`src/rtl/chg_capture_pkg.sv`:
```
package chg_capture_pkg;

  localparam int STATUS_W  = 8;
  localparam int CHG_BIT   = 7;

  typedef struct packed {
    logic cap_q;
    logic hist_q;
    logic frozen;
  } lane_state_t;

endpackage

```
`src/rtl/chg_sync.sv`:
```
module chg_sync #(
  parameter int W      = 8,
  parameter int STAGES = 2
) (
  input  logic         clk,
  input  logic [W-1:0] d,
  output logic [W-1:0] q
);

  logic [W-1:0] stg [STAGES];

  always_ff @(posedge clk) stg[0] <= d;

  generate
    for (genvar g = 1; g < STAGES; g++) begin : g_stage
      always_ff @(posedge clk) stg[g] <= stg[g-1];
    end
  endgenerate

  assign q = stg[STAGES-1];

endmodule

```
`src/rtl/chg_lane.sv`:
```
module chg_lane
  import chg_capture_pkg::*;
(
  input  logic clk,
  input  logic rst_n,
  input  logic s,
  input  logic masked,
  input  logic rd_new,
  output logic cap_bit,
  output logic hist_bit,
  output logic capture
);

  lane_state_t st;

  assign capture  = rst_n && !masked && !st.frozen && !rd_new && (s != st.cap_q);
  assign cap_bit  = st.cap_q;
  assign hist_bit = st.hist_q;

  always_ff @(posedge clk) begin
    if (!rst_n) begin
      st.cap_q  <= s;
      st.hist_q <= s;
      st.frozen <= 1'b0;
    end else if (masked) begin
      st.cap_q  <= s;
      st.hist_q <= s;
      st.frozen <= 1'b0;
    end else if (rd_new) begin
      st.hist_q <= st.cap_q;
      st.frozen <= 1'b0;
    end else if (capture) begin
      st.hist_q <= st.cap_q;
      st.cap_q  <= s;
      st.frozen <= 1'b1;
    end
  end

  AST_FROZEN_HOLDS: assert property (@(posedge clk) disable iff (!rst_n)
    st.frozen && !masked && !rd_new |=> cap_bit == $past(cap_bit));

  AST_READ_MOVES: assert property (@(posedge clk) disable iff (!rst_n)
    !masked && rd_new |=> hist_bit == $past(cap_bit));

  AST_MASK_FOLLOWS: assert property (@(posedge clk) disable iff (!rst_n)
    masked |=> (cap_bit == $past(s)) && (hist_bit == $past(s)));

endmodule

```
`src/rtl/chg_status.sv`:
```
module chg_status (
  input  logic clk,
  input  logic rst_n,
  input  logic any_cap,
  input  logic rd_status,
  input  logic rst_gen_en,
  output logic chg_flag,
  output logic wake_req
);

  always_ff @(posedge clk) begin
    if (!rst_n) begin
      chg_flag <= 1'b0;
      wake_req <= 1'b0;
    end else begin
      if (any_cap)        chg_flag <= 1'b1;
      else if (rd_status) chg_flag <= 1'b0;
      wake_req <= any_cap && rst_gen_en;
    end
  end

  AST_CAP_SETS: assert property (@(posedge clk) disable iff (!rst_n)
    any_cap |=> chg_flag);

  AST_FLAG_HOLDS: assert property (@(posedge clk) disable iff (!rst_n)
    !any_cap && !rd_status |=> $stable(chg_flag));

  AST_READ_CLEARS: assert property (@(posedge clk) disable iff (!rst_n)
    rd_status && !any_cap |=> !chg_flag);

  AST_WAKE_GATED: assert property (@(posedge clk) disable iff (!rst_n)
    !rst_gen_en |=> !wake_req);

endmodule

```
`src/rtl/chg_capture.sv`:
```
module chg_capture
  import chg_capture_pkg::*;
#(
  parameter int NUM_IN      = 8,
  parameter int MASK_W      = 4,
  parameter int SYNC_STAGES = 2
) (
  input  logic                clk,
  input  logic                rst_n,
  input  logic [NUM_IN-1:0]   evt_in,
  input  logic [MASK_W-1:0]   mask_hi,
  input  logic                rst_gen_en,
  input  logic                rd_status,
  input  logic                rd_old,
  input  logic                rd_new,
  output logic [STATUS_W-1:0] status_byte,
  output logic [NUM_IN-1:0]   old_byte,
  output logic [NUM_IN-1:0]   new_byte,
  output logic                chg_n,
  output logic                wake_req
);

  localparam int MASK_LO = NUM_IN - MASK_W;

  logic [NUM_IN-1:0] s_vec;
  logic [NUM_IN-1:0] mask_vec;
  logic [NUM_IN-1:0] cap_vec;
  logic              any_cap;
  logic              chg_flag;

  chg_sync #(.W(NUM_IN), .STAGES(SYNC_STAGES)) u_sync (
    .clk (clk),
    .d   (evt_in),
    .q   (s_vec)
  );

  generate
    for (genvar i = 0; i < NUM_IN; i++) begin : g_lane
      if (i >= MASK_LO) begin : g_mskbl
        assign mask_vec[i] = mask_hi[i-MASK_LO];
      end else begin : g_fixed
        assign mask_vec[i] = 1'b0;
      end

      chg_lane u_lane (
        .clk      (clk),
        .rst_n    (rst_n),
        .s        (s_vec[i]),
        .masked   (mask_vec[i]),
        .rd_new   (rd_new),
        .cap_bit  (new_byte[i]),
        .hist_bit (old_byte[i]),
        .capture  (cap_vec[i])
      );
    end
  endgenerate

  assign any_cap = |cap_vec;

  chg_status u_status (
    .clk        (clk),
    .rst_n      (rst_n),
    .any_cap    (any_cap),
    .rd_status  (rd_status),
    .rst_gen_en (rst_gen_en),
    .chg_flag   (chg_flag),
    .wake_req   (wake_req)
  );

  always_comb begin
    status_byte          = '0;
    status_byte[CHG_BIT] = chg_flag;
  end

  assign chg_n = !chg_flag;

  AST_OLD_READ_INERT: assert property (@(posedge clk) disable iff (!rst_n)
    rd_old && !rd_new && !any_cap && (mask_hi == '0) |=> old_byte == $past(old_byte));

  AST_CHG_MATCHES: assert property (@(posedge clk) disable iff (!rst_n)
    $fell(chg_n) |-> $past(any_cap));

endmodule

```
`config.mk`:
```
export PLATFORM = sky130hd
export DESIGN_NAME = chg_capture
export DESIGN_NICKNAME = d
export VERILOG_FILES = /design/src/rtl/chg_capture_pkg.sv /design/src/rtl/chg_sync.sv /design/src/rtl/chg_lane.sv /design/src/rtl/chg_status.sv /design/src/rtl/chg_capture.sv
export SDC_FILE = /design/constraint.sdc
export NUM_CORES = 1
export LEC_CHECK = 0
export BUFFER_PORTS_ARGS = -buffer_cell sky130_fd_sc_hd__clkbuf_2
export CAP_MARGIN = 0
export CORE_AREA = 4 4 74 55
export DETAILED_ROUTE_END_ITERATION = 6
export DIE_AREA = 0 0 78 59
export PLACE_DENSITY_LB_ADDON = 0.3
export SLEW_MARGIN = 20
export SYNTH_ARGS = -nofsm -noshare
export SYNTH_HDL_FRONTEND = slang
export SYNTH_SLANG_ARGS = --single-unit
```
`constraint.sdc`:
```
create_clock -name clk -period 2.2 [get_ports clk]
set_input_delay 0.44 -clock clk [delete_from_list [all_inputs] [get_ports clk]]
set_output_delay 0.44 -clock clk [all_outputs]
set_load 0.005 [all_outputs]
```
==> metrics.txt <==
outcome finished, final reports clean; drc violations 0; syn avg cell area 10.6 sq um; clk buf depth 2; Async SR Flop Fraction 0%; register area share after synthesis 55.2%; Starting Density 53.3%; most frequent cell after synthesis dfxtp_1; initial antenna violation count 0; gr ovfl total 0; Resize count post-CTS 0; maximum vdd ir drop 0.473 mV; WL/cell 12.1 microns; worst min path class in -> reg; hold_ws 250 ps; Worst-Skew Late Latency 290 ps; layout cells sized above 1 27.6%; flops & latches, synth 42; Placer Congestion 0.759; setup tns final 0 ps; Final period util 71.9%; first-pass GRT wire length 5080 microns; CP Max Fanout 16; H-tree Lvls 2; total clock sinks 42; hpwl dp 2220 microns; RSZ-0062 raised after global routing no; ys flop type dfxtp_1; Yosys top cell area share 28.7%; input/output buffers 35; Achievable Freq 0.632 GHz; Clock transition at path regs 70 ps; Routed Antenna Nets 0; Pwr Density 803 nW/um^2; Site Rows 18; max capacitance violation total 0; Worst EP arrival 1590 ps; worst clock skew 5.81 ps; min cycle time layout 1580 ps; CTS Buf Count 5; Synth area leader dfxtp_1; Critical Path Source Type primary input; clock root buffer clkbuf_8; Post-synth EDFFs 16; setup bufs post-CTS 0; TritonCTS clock tree yes; count of pins over their slew limit 0; synth warn 0; vias in the first global route 1164; drt pass-1 iters 5; Post-CTS Hold Buffers 0; violation count after the first detailed-route iteration 39; Area Growth Syn to Fin 8.42%; Via-to-Cell Ratio 4.79; Filler cells 301; WL final 2930 microns; crit path capture type flop; Design Power 0.00158 W; most frequent cells after synthesis dfxtp_1, buf_4, edfxtp_1; core area 3400 sq um; main area contributors after synthesis dfxtp_1, edfxtp_1, buf_4, and2_1, xnor2_1; ANT cells 0; r2r setup slk 630 ps; total number of vias 1160; Setup Crit Path Kind in -> reg; # nets final 211; Cells after Synth 171; endpoints failing hold 0; DIE WIDTH 78 microns; I/O pins 44; Post-Synthesis Cell Area 1810 sq um; overall global routing resource usage 14.6%; static leakage 0.827 nW; largest net degree at the start of global routing 17; Distinct cells, synth 35; required time worst endpoint 2210 ps; Die Ht 59 microns; Setup Viol. Count Final 0; die area 4600 sq um
-- routing by layer --
metal | vias up | track usage, % | part of all wire (%)
li1 | 589 | - | -
met1 | 519 | 16.7 | 43
met2 | 43 | 25.0 | 48
met3 | 9 | 5.02 | 7.3
met4 | 0 | 6.73 | 1.9
met5 | - | 0 | 0
-- logic make-up (layout without fill, tap and decap cells) --
group / Yosys count / after routing / share of synthesized area, %
simple gates: 49 / 49 / 15.3
other cells: 1 / 7 / 0.207
mux: 3 / 3 / 1.79
compound gates: 29 / 29 / 10.0
flops: 42 / 42 / 55.2
xor+xnor: 8 / 8 / 3.86
buf+inv: 39 / 54 / 13.6
-- flip-flops by register name (all words and copies together), names as in the netlist --
name	cells
g_lane.u_lane.cap_bit	8
g_lane.u_lane.hist_bit	8
g_lane.u_lane.st	8
u_status.chg_flag	1
u_status.wake_req	1
u_sync.stg	16
-- path summary, 6_finish.rpt --
check / start / to / cells past startpoint
setup / recovery: rd_new / g_lane[4].u_lane.cap_bit$_DFFE_PP_ / 4
hold / removal: evt_in[4] / u_sync.stg[0][4]$_DFF_P_ / 1
setup reg to reg: g_lane[0].u_lane.cap_bit$_DFFE_PP_ / g_lane[0].u_lane.hist_bit$_DFFE_PP_ / 4
hold reg to reg: u_sync.stg[0][5]$_DFF_P_ / u_sync.stg[0][13]$_DFF_P_ / 0
-- layout by cell type (no fill, tap or decap) --
master	count
buf_4	2
mux2_2	2
o21ai_1	1
o22ai_1	1
o21a_1	1
nor4b_1	1
nor4_1	2
dfxtp_1	26
or2_2	6
conb_1	7
o21ai_2	1
or2_1	1
a31o_1	1
a21oi_1	4
o211ai_1	5
nand2b_2	1
mux2i_1	1
nor2_1	11
a21boi_1	1
clkbuf_8	6
xor2_1	2
inv_1	11
or3b_1	2
o21bai_1	1
nand2b_1	7
nand2_1	3
clkbuf_2	35
xnor2_1	6
or3_1	2
edfxtp_1	16
nor3_1	3
and2_1	10
a211oi_1	3
o21ai_0	10
-- cell type report --
| cell class | instances | area, sq um | area share [%] |
|---|---|---|---|
| clock buffers | 6 | 82.6 | 4.20 |
| well taps | 50 | 62.6 | 3.18 |
| inverters | 11 | 41.3 | 2.10 |
| multi-input cells | 96 | 588 | 29.9 |
| repair buffers | 37 | 190 | 9.68 |
| flip-flops and latches | 42 | 1000 | 50.9 |
-- critical path, stage by stage --
cell      delay, ps
clkbuf_2        220
nand2b_2        330
nor4_1          400
or2_2           200
-- per-stage QoR --
| stage | instances | setup WS (ps) | cell area, sq um | utilization [%] |
|---|---|---|---|---|
| floorplan | 177 | 733 | 1840 | - |
| global placement | 236 | 347 | 1880 | 55.4 |
| detailed placement | 236 | 301 | 1880 | 55.4 |
| CTS | 242 | 612 | 1970 | 57.8 |
| global route | 242 | 484 | 1970 | 57.8 |
| finish | 242 | 619 | 1970 | 57.8 |
-- power by group --
group / switching [W] / internal (W)
registers: 0.0000362 / 0.000875
clock network: 0.000230 / 0.000242
logic: 0.000101 / 0.0000949
Power figures use the tool's default switching activity.
